<file path="config.mk">
export PLATFORM = sky130hd
export DESIGN_NAME = rh_pwr_ctl
export DESIGN_NICKNAME = d
export VERILOG_FILES = /design/src/rtl/rh_pwr_pkg.sv /design/src/rtl/rh_oc_sense.sv /design/src/rtl/rh_port_switch.sv /design/src/rtl/rh_wakeup.sv /design/src/rtl/rh_pwr_ctl.sv
export SDC_FILE = /design/constraint.sdc
export NUM_CORES = 1
export LEC_CHECK = 0
export BUFFER_PORTS_ARGS = -buffer_cell sky130_fd_sc_hd__buf_2
export CAP_MARGIN = 0
export CORE_UTILIZATION = 40
export CTS_BUF_LIST = sky130_fd_sc_hd__clkbuf_2 sky130_fd_sc_hd__clkbuf_4 sky130_fd_sc_hd__clkbuf_8
export CTS_CLUSTER_DIAMETER = 150
export CTS_CLUSTER_SIZE = 14
export DETAILED_ROUTE_END_ITERATION = 12
export PLACE_DENSITY = 0.9
export RECOVER_POWER = 50
export SETUP_SLACK_MARGIN = 0.05
export SLEW_MARGIN = 20
export SYNTH_ARGS = -nofsm -noshare
export SYNTH_HDL_FRONTEND = slang
export SYNTH_SLANG_ARGS = --single-unit
</file>
<file path="constraint.sdc">
create_clock -name clk -period 0.9 [get_ports clk]
set_clock_uncertainty 0.2 [all_clocks]
set_input_delay 0 -clock clk [delete_from_list [all_inputs] [get_ports clk]]
set_output_delay 0 -clock clk [all_outputs]
set_load 0.01 [all_outputs]
</file>
<file path="src/rtl/rh_pwr_pkg.sv">
package rh_pwr_pkg;
  localparam int POS_PWR_OFF  = 24;
  localparam int POS_OC_LVL   = 25;
  localparam int POS_PWR_ON   = 26;
  localparam int POS_OC_CHG   = 27;
  localparam int POS_WAKE_EN  = 28;
  localparam int POS_WAKE_CLR = 29;
  localparam int SYNC_STAGES  = 2;
endpackage

</file>
<file path="src/rtl/rh_oc_sense.sv">
module rh_oc_sense
  import rh_pwr_pkg::*;
(
  input  logic clk,
  input  logic rst,
  input  logic oc_in,
  input  logic per_port_cfg,
  input  logic clr_flag,
  output logic oc_level,
  output logic oc_chg
);
  logic [SYNC_STAGES-1:0] sync_q;
  logic                   prev_q;
  logic                   chg_set;

  always_ff @(posedge clk) begin
    if (rst) begin
      sync_q <= '0;
      prev_q <= 1'b0;
    end else begin
      sync_q <= {sync_q[SYNC_STAGES-2:0], oc_in};
      prev_q <= sync_q[SYNC_STAGES-1];
    end
  end

  assign chg_set  = (sync_q[SYNC_STAGES-1] != prev_q) && !per_port_cfg;
  assign oc_level = sync_q[SYNC_STAGES-1] && !per_port_cfg;

  // hardware set has priority over the software clear
  always_ff @(posedge clk) begin
    if (rst)           oc_chg <= 1'b0;
    else if (chg_set)  oc_chg <= 1'b1;
    else if (clr_flag) oc_chg <= 1'b0;
  end
endmodule

</file>
<file path="src/rtl/rh_port_switch.sv">
module rh_port_switch #(
  parameter int NUM_PORTS = 7
) (
  input  logic                 clk,
  input  logic                 rst,
  input  logic                 wr,
  input  logic [NUM_PORTS-1:0] mask_wdata,
  input  logic                 off_stb,
  input  logic                 on_stb,
  input  logic                 per_port,
  output logic [NUM_PORTS-1:0] mask,
  output logic [NUM_PORTS-1:0] port_pwr
);
  always_ff @(posedge clk) begin
    if (rst)     mask <= '0;
    else if (wr) mask <= mask_wdata;
  end

  for (genvar g = 0; g < NUM_PORTS; g++) begin : g_port
    logic hit;
    assign hit = !per_port || !mask[g];
    always_ff @(posedge clk) begin
      if (rst)                 port_pwr[g] <= 1'b0;
      else if (off_stb && hit) port_pwr[g] <= 1'b0;
      else if (on_stb && hit)  port_pwr[g] <= 1'b1;
    end
  end
endmodule

</file>
<file path="src/rtl/rh_wakeup.sv">
module rh_wakeup (
  input  logic clk,
  input  logic rst,
  input  logic wr,
  input  logic en_wdata,
  input  logic clr_wdata,
  input  logic conn_chg,
  input  logic suspended,
  output logic wake_en,
  output logic resume_pulse
);
  logic conn_q;

  always_ff @(posedge clk) begin
    if (rst) begin
      wake_en      <= 1'b0;
      conn_q       <= 1'b0;
      resume_pulse <= 1'b0;
    end else begin
      if (wr) wake_en <= en_wdata && !clr_wdata;
      conn_q       <= conn_chg;
      resume_pulse <= conn_chg && !conn_q && suspended && wake_en;
    end
  end
endmodule

</file>
<file path="src/rtl/rh_pwr_ctl.sv">
module rh_pwr_ctl
  import rh_pwr_pkg::*;
#(
  parameter int NUM_PORTS = 7,
  parameter int DATA_W    = 32
) (
  input  logic                 clk,
  input  logic                 rst,
  input  logic                 bus_wr,
  input  logic                 bus_rd,
  input  logic [DATA_W-1:0]    bus_wdata,
  output logic [DATA_W-1:0]    bus_rdata,
  input  logic                 pwr_per_port,
  input  logic                 oc_per_port_cfg,
  input  logic                 oc_in,
  input  logic                 conn_chg,
  input  logic                 hc_suspended,
  output logic [NUM_PORTS-1:0] port_pwr,
  output logic                 resume_pulse
);
  localparam int MASK_LO = 1;
  localparam int MASK_HI = NUM_PORTS;

  logic [NUM_PORTS-1:0] mask;
  logic                 oc_level;
  logic                 oc_chg;
  logic                 wake_en;
  logic [DATA_W-1:0]    rd_word;
  logic                 unused_wbits;

  assign unused_wbits = ^{bus_wdata[DATA_W-1:POS_WAKE_CLR+1], bus_wdata[POS_OC_LVL],
                          bus_wdata[POS_PWR_OFF-1:MASK_HI+1], bus_wdata[0]};

  rh_port_switch #(.NUM_PORTS(NUM_PORTS)) u_switch (
    .clk        (clk),
    .rst        (rst),
    .wr         (bus_wr),
    .mask_wdata (bus_wdata[MASK_HI:MASK_LO]),
    .off_stb    (bus_wr && bus_wdata[POS_PWR_OFF]),
    .on_stb     (bus_wr && bus_wdata[POS_PWR_ON]),
    .per_port   (pwr_per_port),
    .mask       (mask),
    .port_pwr   (port_pwr)
  );

  rh_oc_sense u_oc (
    .clk          (clk),
    .rst          (rst),
    .oc_in        (oc_in),
    .per_port_cfg (oc_per_port_cfg),
    .clr_flag     (bus_wr && bus_wdata[POS_OC_CHG]),
    .oc_level     (oc_level),
    .oc_chg       (oc_chg)
  );

  rh_wakeup u_wake (
    .clk          (clk),
    .rst          (rst),
    .wr           (bus_wr),
    .en_wdata     (bus_wdata[POS_WAKE_EN]),
    .clr_wdata    (bus_wdata[POS_WAKE_CLR]),
    .conn_chg     (conn_chg),
    .suspended    (hc_suspended),
    .wake_en      (wake_en),
    .resume_pulse (resume_pulse)
  );

  always_comb begin
    rd_word                   = '0;
    rd_word[MASK_HI:MASK_LO]  = mask;
    rd_word[POS_OC_LVL]       = oc_level;
    rd_word[POS_OC_CHG]       = oc_chg;
    rd_word[POS_WAKE_EN]      = wake_en;
  end

  always_ff @(posedge clk) begin
    if (rst)         bus_rdata <= '0;
    else if (bus_rd) bus_rdata <= rd_word;
  end
endmodule

</file>
==> flow_summary.toml, run 1 <==
[layout]
utilization_after_layout_pct = 61.2
fill_cells = 271
area_delta_synth_final_pct = 42.6
nets = 234
share_of_post_route_cells_with_drive_strength_above_1_pct = 52.6
antenna_cells = 0
final_area_um2 = 1910

[timing]
report.final.slew_viol_count = 0
setup-violations-final = 30
fmaxAchievable_ghz = 1.00
unrepaired_setup_endpoints_after_global_routing = "true"
setup_tns_ps = -1920
layout_setup_ws_ps = -98.4
final_min_period_over_clock_period_pct = 111
finalCriticalPeriod_ps = 998
finalHoldViolCount = 29
final.hold.worst_slack_ps = -164

[worst_hold_path]
worst_hold_path.num_cells = 3
hold_path.startpoint = "pwr_per_port"
worst_hold_path.endpoint = "u_switch.port_pwr[2]"
min-delay-path-class = "in2reg"

[synthesis]
synth.distinct_cells = 20
yosysTopAreaCellShare_pct = 46.2
synthTopCellsByArea = "dfxtp_1 46%, buf_4 14%, mux2i_1 12%"
yosys_warnings = 0
synthMostInstantiatedCell = "dfxtp_1"
ys_seq_area_share_pct = 46.2
avgSynthCellArea_um2 = 10.2
yosys_register_bits = 31
async_flop_share_pct = 0
yosys-top-cells-count = "31 x dfxtp_1, 25 x buf_4, 17 x nor2_1, 16 x mux2i_1, 8 x nand2_1"
synth_area_um2 = 1340
yosys_most_used_dff = "dfxtp_1"
post_synth_inst_count = 131
synth-edff-count = 0
netlist.top_cell.by_area = "dfxtp_1"

[die]
design.core.area_um2 = 3130
dieHeight_um = 59.9
floorplan.initialDensity_pct = 42.9
io-pin-count = 81
placementRows = 20
fp.dieW_um = 59.9
die_area_um2 = 3590

[setup_path]
peak_fanout_along_the_critical_path = 3
cp_data_arrival_time_ps = 1000
cp_data_required_time_ps = 910
register_to_register_path_setup_slack_ps = -100
r2r-start = "u_switch.mask[4]"
reg2regPathDepth = 3
critical_path_end_type = "flop"
critPathKind = "reg2reg"
worst_setup_sp = "u_switch.mask[4]"
startpoint_type = "flop"
worstReg2RegEnd = "u_switch.port_pwr[4]"

[pwr]
vdd_drop_max_v = 0.000992
pwr_density_cell_nw_per_um2 = 1450
cellLeakagePower_nw = 0.872

[grt]
global_route_usage_over_all_layers_pct = 17.1
grt_antenna_before_repair = 0
globalRouteOverflowTotal = 0
grt_pass1_vias = 1013
grt_first_pass_wirelength_um = 4350
grt_max_degree = 30

[clocking]
worstSkewPairLatency_ps = 330
cell_at_the_root_of_the_clock_tree = "clkbuf_4"
h_tree_depth = 2
numCtsBuffers = 5
tritoncts = "built"
cts.clk_slew.worst_paths_ps = 100
cts_max_path_buffers = 2
clock_sinks = 31

[placed_design]
post_dp_cell_area_um2 = 1520
routabilityCongestion = 0.688
detailed_place_hpwl_um = 1720
buffer_ports.inserted = 38

[drt]
dr_total_vias = 1032
drt_iter0_markers = 36
dr.pass1.iters = 4
final_wl_um = 2780
routed_via_density = 4.34
drt.antenna.violating_nets = 0
drc_violation_count_after_routing = 0
avgRoutedWirePerCell_um = 11.7

[flow_run]
maxCapViolations = 0

[run_status]
failed_checks = "negative hold slack, negative setup slack"
status = "finished, violations left"
-- layer usage --
| layer | global-route usage [%] | wire (um) |
|---|---|---|
| met1 | 17.1 | 1130 |
| met2 | 31.7 | 1500 |
| met3 | 4.76 | 117 |
| met4 | 8.97 | 35 |
| met5 | 0 | 0 |
-- sequential cells by signal (all words and copies together) (netlist names) --
name / cells
u_wake.wake_en: 1
bus_rdata: 10
u_wake.conn_q: 1
u_oc.sync_q: 2
u_switch.port_pwr: 7
u_switch.mask: 7
u_oc.oc_chg: 1
u_oc.prev_q: 1
u_wake.resume_pulse: 1
-- metrics by stage --
stage	cells	hold WS [ps]	power, W	worst slack [ps]
floorplan	152	-120	0.00182	-44.4
global placement	208	14.6	0.00185	-124
detailed placement	208	23.7	0.00186	-187
CTS	237	-178	0.00280	-91.1
global route	238	-151	0.00293	-147
finish	238	-164	0.00278	-98.4
-- critical path, stage by stage, from the launching register on --
cell,delay (ps)
dfxtp_1,380
nand2_2,90
a21oi_2,150
a211oi_2,50
-- power breakdown --
part | switching, W | internal, W
logic | 0.000222 | 0.000255
registers | 0.0000459 | 0.00144
clock network | 0.000450 | 0.000364
-- logic make-up (layout without fill, tap and decap cells) --
logic type,after synthesis,after routing,share of synthesized area [%]
and+or+nand+nor,36,36,12.6
DFF,31,31,46.2
buffers and inverters,29,71,15.8
AOI/OAI and AO/OA,17,17,12.5
muxes,16,16,11.9
other,1,22,0.279
xor gates and xnor gates,1,1,0.652
-- placed cells by master, fill, tap and decap left out --
cell / synthesis / routed
a211oi_2: 7 / 7
a21oi_1: 2 / 2
a21oi_2: 7 / 7
a2bb2oi_1: 1 / 1
and2_1: 2 / 2
and4b_1: 1 / 1
buf_12: 0 / 1
buf_2: 1 / 21
buf_4: 25 / 7
buf_6: 1 / 20
clkbuf_4: 0 / 7
clkinv_2: 0 / 1
conb_1: 1 / 22
dfxtp_1: 31 / 8
dfxtp_2: 0 / 23
dlygate4sd3_1: 0 / 14
mux2i_1: 16 / 15
mux2i_2: 0 / 1
nand2_1: 8 / 1
nand2_2: 0 / 7
nand2b_1: 2 / 2
nand3b_1: 2 / 2
nor2_1: 17 / 17
nor2b_1: 4 / 4
xnor2_1: 1 / 1
-- repair_timing --
action	CTS	global route
setup buffers	7	1
hold buffers	14	1
hold endpoints to repair	31	31
pin swaps	3	9
gates resized for setup	35	4
setup endpoints to repair	28	42
-- final cells by class --
type | count | area (um^2) | area share [%]
Sequential cell | 31 | 649 | 33.9
Multi-Input combinational cell | 92 | 609 | 31.8
Timing Repair Buffer | 63 | 543 | 28.4
Tap cell | 44 | 55.1 | 2.88
Clock buffer | 7 | 52.6 | 2.75
Clock inverter | 1 | 5.00 | 0.261
-- worst max path at each step --
| stage | endpoint | slack [ps] | depth (start not counted) |
|---|---|---|---|
| detailed placement | u_switch.port_pwr[6] | -190 | 4 |
| finish | u_switch.port_pwr[4] | -100 | 3 |
| global route | u_oc.oc_chg | -150 | 3 |
| CTS | port_pwr[5] | -90 | 1 |
| global placement | u_switch.port_pwr[6] | -120 | 4 |
| floorplan | u_oc.oc_chg | -40 | 3 |
Note: power is estimated with default switching activity, not from simulation.
==> run 2, diff against run 1 <==
REMOVE_ABC_BUFFERS = 1   (was unset)
SETUP_SLACK_MARGIN = 0.4   (was 0.05)
==> run 2 against run 1 <==
  * Critical path depth down 2
  * Utilization down 0.72 points
  * Wire length down 0.25%
  * Final area down 1.2%
  * Clock power up 2%
  * Combinational power down 1%
  * Total power up 0.34%
  * Non-clock buffer count down 5
  * Die area unchanged
  * Critical endpoint is now port_pwr[4]
  * Worst hold slack worse by 160 ps
  * The flow still finishes with violations (negative hold slack, negative setup slack)
  * Sequential share of layout area up 0.80 points
==> flow_summary.toml, run 2 (synthesized netlist as in run 1, its figures left out) <==
[run_status]
status = "finished, violations left"
failed_checks = "negative hold slack, negative setup slack"

[layout]
antenna_cells = 0
final_area_um2 = 1890
reg.largest.list = "bus_rdata (10), u_switch.mask (7), u_switch.port_pwr (7)"
fill_cells = 286
largest_reg_flops = 10
largest-register = "bus_rdata"
nets = 229
fin_cells = 232
utilization_after_layout_pct = 60.5
layout_common_cells = "28 x buf_6, 23 x dfxtp_2, 22 x conb_1"
most_frequent_standard_cell_in_the_layout_excluding_fill_and_tap_cells = "buf_6"
share_of_post_route_cells_with_drive_strength_above_1_pct = 59.6
area_delta_synth_final_pct = 40.9

[setup_path]
setup.worst_path.end = "port_pwr[4]"
worst_path_dominant_cell_family = "flip-flops"
critical_path.cell_chain = "buf_6"
startpoint_type = "flop"
critical_path_depth = 1
worst_setup_sp = "u_switch.port_pwr[4]"
critical_path_end_type = "output port"
critPathKind = "reg2out"
cp_data_arrival_time_ps = 790
r2r-start = "u_oc.sync_q[1]"
worstReg2RegEnd = "u_oc.oc_chg"
worstPathBufferInverterCount = 1
worst_path_max_delay_cell = "dfxtp_2"
cp_data_required_time_ps = 700
reg2regPathDepth = 3
register_to_register_path_setup_slack_ps = -80
peak_fanout_along_the_critical_path = 2
cp_slowest_stage_delay_ps = 360

[pwr]
vdd_drop_max_v = 0.00114
pwr_density_cell_nw_per_um2 = 1470
netSwitchingFraction_pct = 26.6
cellLeakagePower_nw = 0.862
clock_power_share_pct = 29.7
p_seq_share_pct = 53.4
internal_power_w = 0.00205
comb_power_share_pct = 16.9
power_switching_w = 0.000741

[clocking]
tritoncts = "built"
worstSkewPairLatency_ps = 330
cts_max_path_buffers = 2
clock_sinks = 31
h_tree_depth = 2
cts.clk_slew.worst_paths_ps = 90
cell_at_the_root_of_the_clock_tree = "clkbuf_4"
numCtsBuffers = 5

[placed_design]
buffer_ports.inserted = 38
place.detailed.instances = 215
routabilityCongestion = 0.710
post_dp_cell_area_um2 = 1540
place_ws_ps = -179
detailed_place_hpwl_um = 1900

[die]
fp.dieW_um = 59.9
placementRows = 20
design.core.area_um2 = 3130
floorplan.initialDensity_pct = 42.9
die_area_um2 = 3590
io-pin-count = 81
dieHeight_um = 59.9

[grt]
grt_first_pass_wirelength_um = 4220
grt_max_degree = 17
globalRouteOverflowTotal = 0
grt_pass1_vias = 936
global_route_usage_over_all_layers_pct = 16.8
grt_antenna_before_repair = 0

[timing]
final_min_period_over_clock_period_pct = 110
finalHoldViolCount = 31
report.final.slew_viol_count = 0
fmaxAchievable_ghz = 1.01
unrepaired_setup_endpoints_after_global_routing = "true"
finalCriticalPeriod_ps = 990
final.hold.worst_slack_ps = -320
layout_setup_ws_ps = -90.1
setup-violations-final = 37

[flow_run]
maxCapViolations = 0

[drt]
drt.antenna.violating_nets = 0
dr.pass1.iters = 4
drc_violation_count_after_routing = 0
final_wl_um = 2770
avgRoutedWirePerCell_um = 11.9
routed_via_density = 4.34
dr_total_vias = 1008
drt_iter0_markers = 21

[worst_hold_path]
min-delay-path-class = "in2reg"
## run 2: changes by cell type in the layout (fill, tap and decap cells not counted), moves of 2 or more
| cell | change |
|---|---|
| dfxtp_1 | -2 |
| clkbuf_1 | +2 |
| buf_6 | +8 |
| dlygate4sd3_1 | -14 |
| dfxtp_4 | +2 |
| clkbuf_4 | -2 |
## run 2: repair_timing
action	4_1_cts	5_1_grt
endpoints found under the setup margin	47	47
setup buffers	7	3
resized for setup	60	7
pin swaps	18	13
hold endpoints to repair	31	31
## run 2: stage by stage
step | power [W] | TNS, ps
3_5_place_dp | 0.00188 | -1350
6_report | 0.00279 | -1960
2_1_floorplan | 0.00169 | -239
5_1_grt | 0.00291 | -3280
4_1_cts | 0.00280 | -2230
3_3_place_gp | 0.00186 | -938
## run 2: final cells by class
cell class / instances / area, um^2 / area share [%]
clock buffer: 6 / 51.3 / 2.71
tap: 44 / 55.1 / 2.91
multi-input combinational: 92 / 628 / 33.2
clock inverter: 1 / 5.00 / 0.265
timing repair buffer: 58 / 495 / 26.2
sequential: 31 / 657 / 34.7
## run 2: worst min-delay path by stage
stage	endpoint	depth (start not counted)	from	slack, ps
after floorplan	u_switch.port_pwr[0]	1	rst	-140
after global placement	u_oc.sync_q[0]	2	oc_in	7
after detailed placement	u_oc.sync_q[0]	2	oc_in	20
after CTS	u_oc.sync_q[0]	2	oc_in	-330
after global routing	u_oc.sync_q[0]	2	oc_in	-330
final	u_oc.sync_q[0]	2	oc_in	-320
## run 2: power groups by stage
| stage | clock network [W] | logic [W] | registers (W) |
|---|---|---|---|
| 3_5_place_dp | 0 | 0.000375 | 0.00150 |
| 6_report | 0.000828 | 0.000472 | 0.00149 |
| 5_1_grt | 0.000907 | 0.000510 | 0.00150 |
| 4_1_cts | 0.000843 | 0.000461 | 0.00149 |
| 3_3_place_gp | 0 | 0.000366 | 0.00150 |
| 2_1_floorplan | 0 | 0.000175 | 0.00151 |
## run 2: routing by layer
metal  track usage (%)  share of wire [%]  vias to the layer above  wire (um)
met5                 0                  0                        -          0
met4              5.98                1.2                        0         34
met3              7.58                7.3                        6        202
met2              28.6                 48                       48       1330
met1              18.2                 43                      453       1200
li1                  -                  -                      501          -
==> run 3, diff against run 2 <==
GPL_TIMING_DRIVEN = 0   (was unset)
==> run 3 against run 2 <==
  * The flow still finishes with violations (negative hold slack, negative setup slack)
  * Wire length fell by 9.1%
  * Via count fell by 6.4%
  * Final cell count fell by 6.9%
  * Worst hold slack improved by 21 ps
  * Critical path type is now reg2reg
  * Non-clock buffer count fell by 15
  * Final area fell by 9.4%
  * Critical endpoint is now u_oc.oc_chg
  * Global-route usage fell by 1.1 points
  * Maximum frequency fell by 2.9%
  * Worst setup slack got worse by 30 ps
  * Critical path depth rose by 2
  * Combinational power fell by 15%
==> flow_summary.toml, run 3 (synthesized netlist as in run 1, its figures left out) <==
[timing]
layout_setup_ws_ps = -120
setup-violations-final = 26
fmaxAchievable_ghz = 0.981
report.final.slew_viol_count = 0
unrepaired_setup_endpoints_after_global_routing = "true"
finalCriticalPeriod_ps = 1020
final.hold.worst_slack_ps = -299
finalHoldViolCount = 31
final_min_period_over_clock_period_pct = 113
setup_tns_ps = -1430

[grt]
grt_first_pass_wirelength_um = 4000
grt_max_degree = 31
gr-usage-met2_pct = 28.4
grt_pass1_vias = 942
gr-usage-met3_pct = 5.41
grt_max_usage_layer = "met2"
grtUsageMet1_pct = 16.0
globalRouteOverflowTotal = 0
global_route_usage_over_all_layers_pct = 15.6
grt_antenna_before_repair = 0

[layout]
multi_input_gate_area_in_the_final_layout_um2 = 614
share_of_post_route_cells_with_drive_strength_above_1_pct = 56.4
area_delta_synth_final_pct = 27.7
layout_common_cells = "25 x dfxtp_2, 22 x conb_1, 20 x buf_2, 20 x buf_6, 17 x nor2_1"
largest-register = "bus_rdata"
reg.largest.list = "bus_rdata (10), u_switch.mask (7), u_switch.port_pwr (7)"
nets = 214
most_frequent_standard_cell_in_the_layout_excluding_fill_and_tap_cells = "dfxtp_2"
utilization_after_layout_pct = 54.8
largest_reg_flops = 10
fill_cells = 293
area.sequential_um2 = 652
antenna_cells = 0

[placed_design]
routabilityCongestion = 0.692
place_ws_ps = -434
buffer_ports.inserted = 38
detailed_place_hpwl_um = 1530

[setup_path]
cp_data_arrival_time_ps = 1010
register_to_register_path_setup_slack_ps = -120
cp_data_required_time_ps = 890
startpoint_type = "flop"
critPathKind = "reg2reg"
critical_path_end_type = "flop"
peak_fanout_along_the_critical_path = 1

[pwr]
cellLeakagePower_nw = 0.772
vdd_drop_max_v = 0.000872
pwr_density_cell_nw_per_um2 = 1520

[die]
fp.dieW_um = 59.9
io-pin-count = 81
design.core.area_um2 = 3130
floorplan.initialDensity_pct = 42.9
die_area_um2 = 3590
dieHeight_um = 59.9
placementRows = 20

[clocking]
cell_at_the_root_of_the_clock_tree = "clkbuf_4"
cts_max_path_buffers = 2
h_tree_depth = 2
numCtsBuffers = 5
worstSkewPairLatency_ps = 310
clock_sinks = 31
cts.clk_slew.worst_paths_ps = 80
tritoncts = "built"

[drt]
final_wl_um = 2520
dr_total_vias = 943
avgRoutedWirePerCell_um = 11.7
dr.pass1.iters = 2
routed_via_density = 4.37
drt_iter0_markers = 22
drt.antenna.violating_nets = 0
drc_violation_count_after_routing = 0

[run_status]
failed_checks = "negative hold slack, negative setup slack"
status = "finished, violations left"

[worst_hold_path]
min-delay-path-class = "in2reg"

[flow_run]
maxCapViolations = 0
==> run 3: cell count changes in the layout (fill, tap and decap cells not counted), moves of 2 or more <==
cell      previous run  this run
buf_4                7         3
buf_6               28        20
dfxtp_4              2         0
clkbuf_1             2         0
dfxtp_2             23        25
==> run 3: report_power, final <==
group | switching (W) | internal (W)
Combinational | 0.000206 | 0.000196
Clock | 0.000401 | 0.000307
Sequential | 0.0000486 | 0.00144
==> run 3: layout make-up <==
class,count,share of cell area [%]
Multi-Input combinational cell,92,35.8
Tap cell,44,3.21
Clock buffer,6,2.63
Sequential cell,31,38.0
Timing Repair Buffer,43,20.3
==> run 3: critical path, stage by stage, from the launching register on <==
cell	delay, ps
dfxtp_2	330
xnor2_2	140
a2bb2oi_1	180
nor2_1	50
==> run 3: timing repair <==
item	4_1_cts	5_1_grt
endpoints found under the hold margin	31	31
resized for setup	55	2
pin swaps	16	14
endpoints found under the setup margin	49	47
buffers inserted	5	0
==> run 3: through the flow <==
step | total power (W) | std cells | cell area, um^2
6_report | 0.00260 | 216 | 1710
3_5_place_dp | 0.00183 | 205 | 1450
4_1_cts | 0.00263 | 216 | 1710
5_1_grt | 0.00275 | 216 | 1710
3_3_place_gp | 0.00182 | 205 | 1450
2_1_floorplan | 0.00169 | 123 | 1210
==> run 3: path summary, 6_finish.rpt <==
kind                                     start             end  depth (start not counted)
worst max register to register     u_oc.prev_q     u_oc.oc_chg                          3
worst min-delay path                     oc_in  u_oc.sync_q[0]                          2
worst min register to register  u_oc.sync_q[0]  u_oc.sync_q[1]                          1
worst max-delay path               u_oc.prev_q     u_oc.oc_chg                          3
==> run 3: per-layer routing <==
metal	vias to the layer above	share of wire (%)
met3	3	5.9
li1	471	-
met5	-	0
met2	43	52
met4	0	0.68
met1	426	41
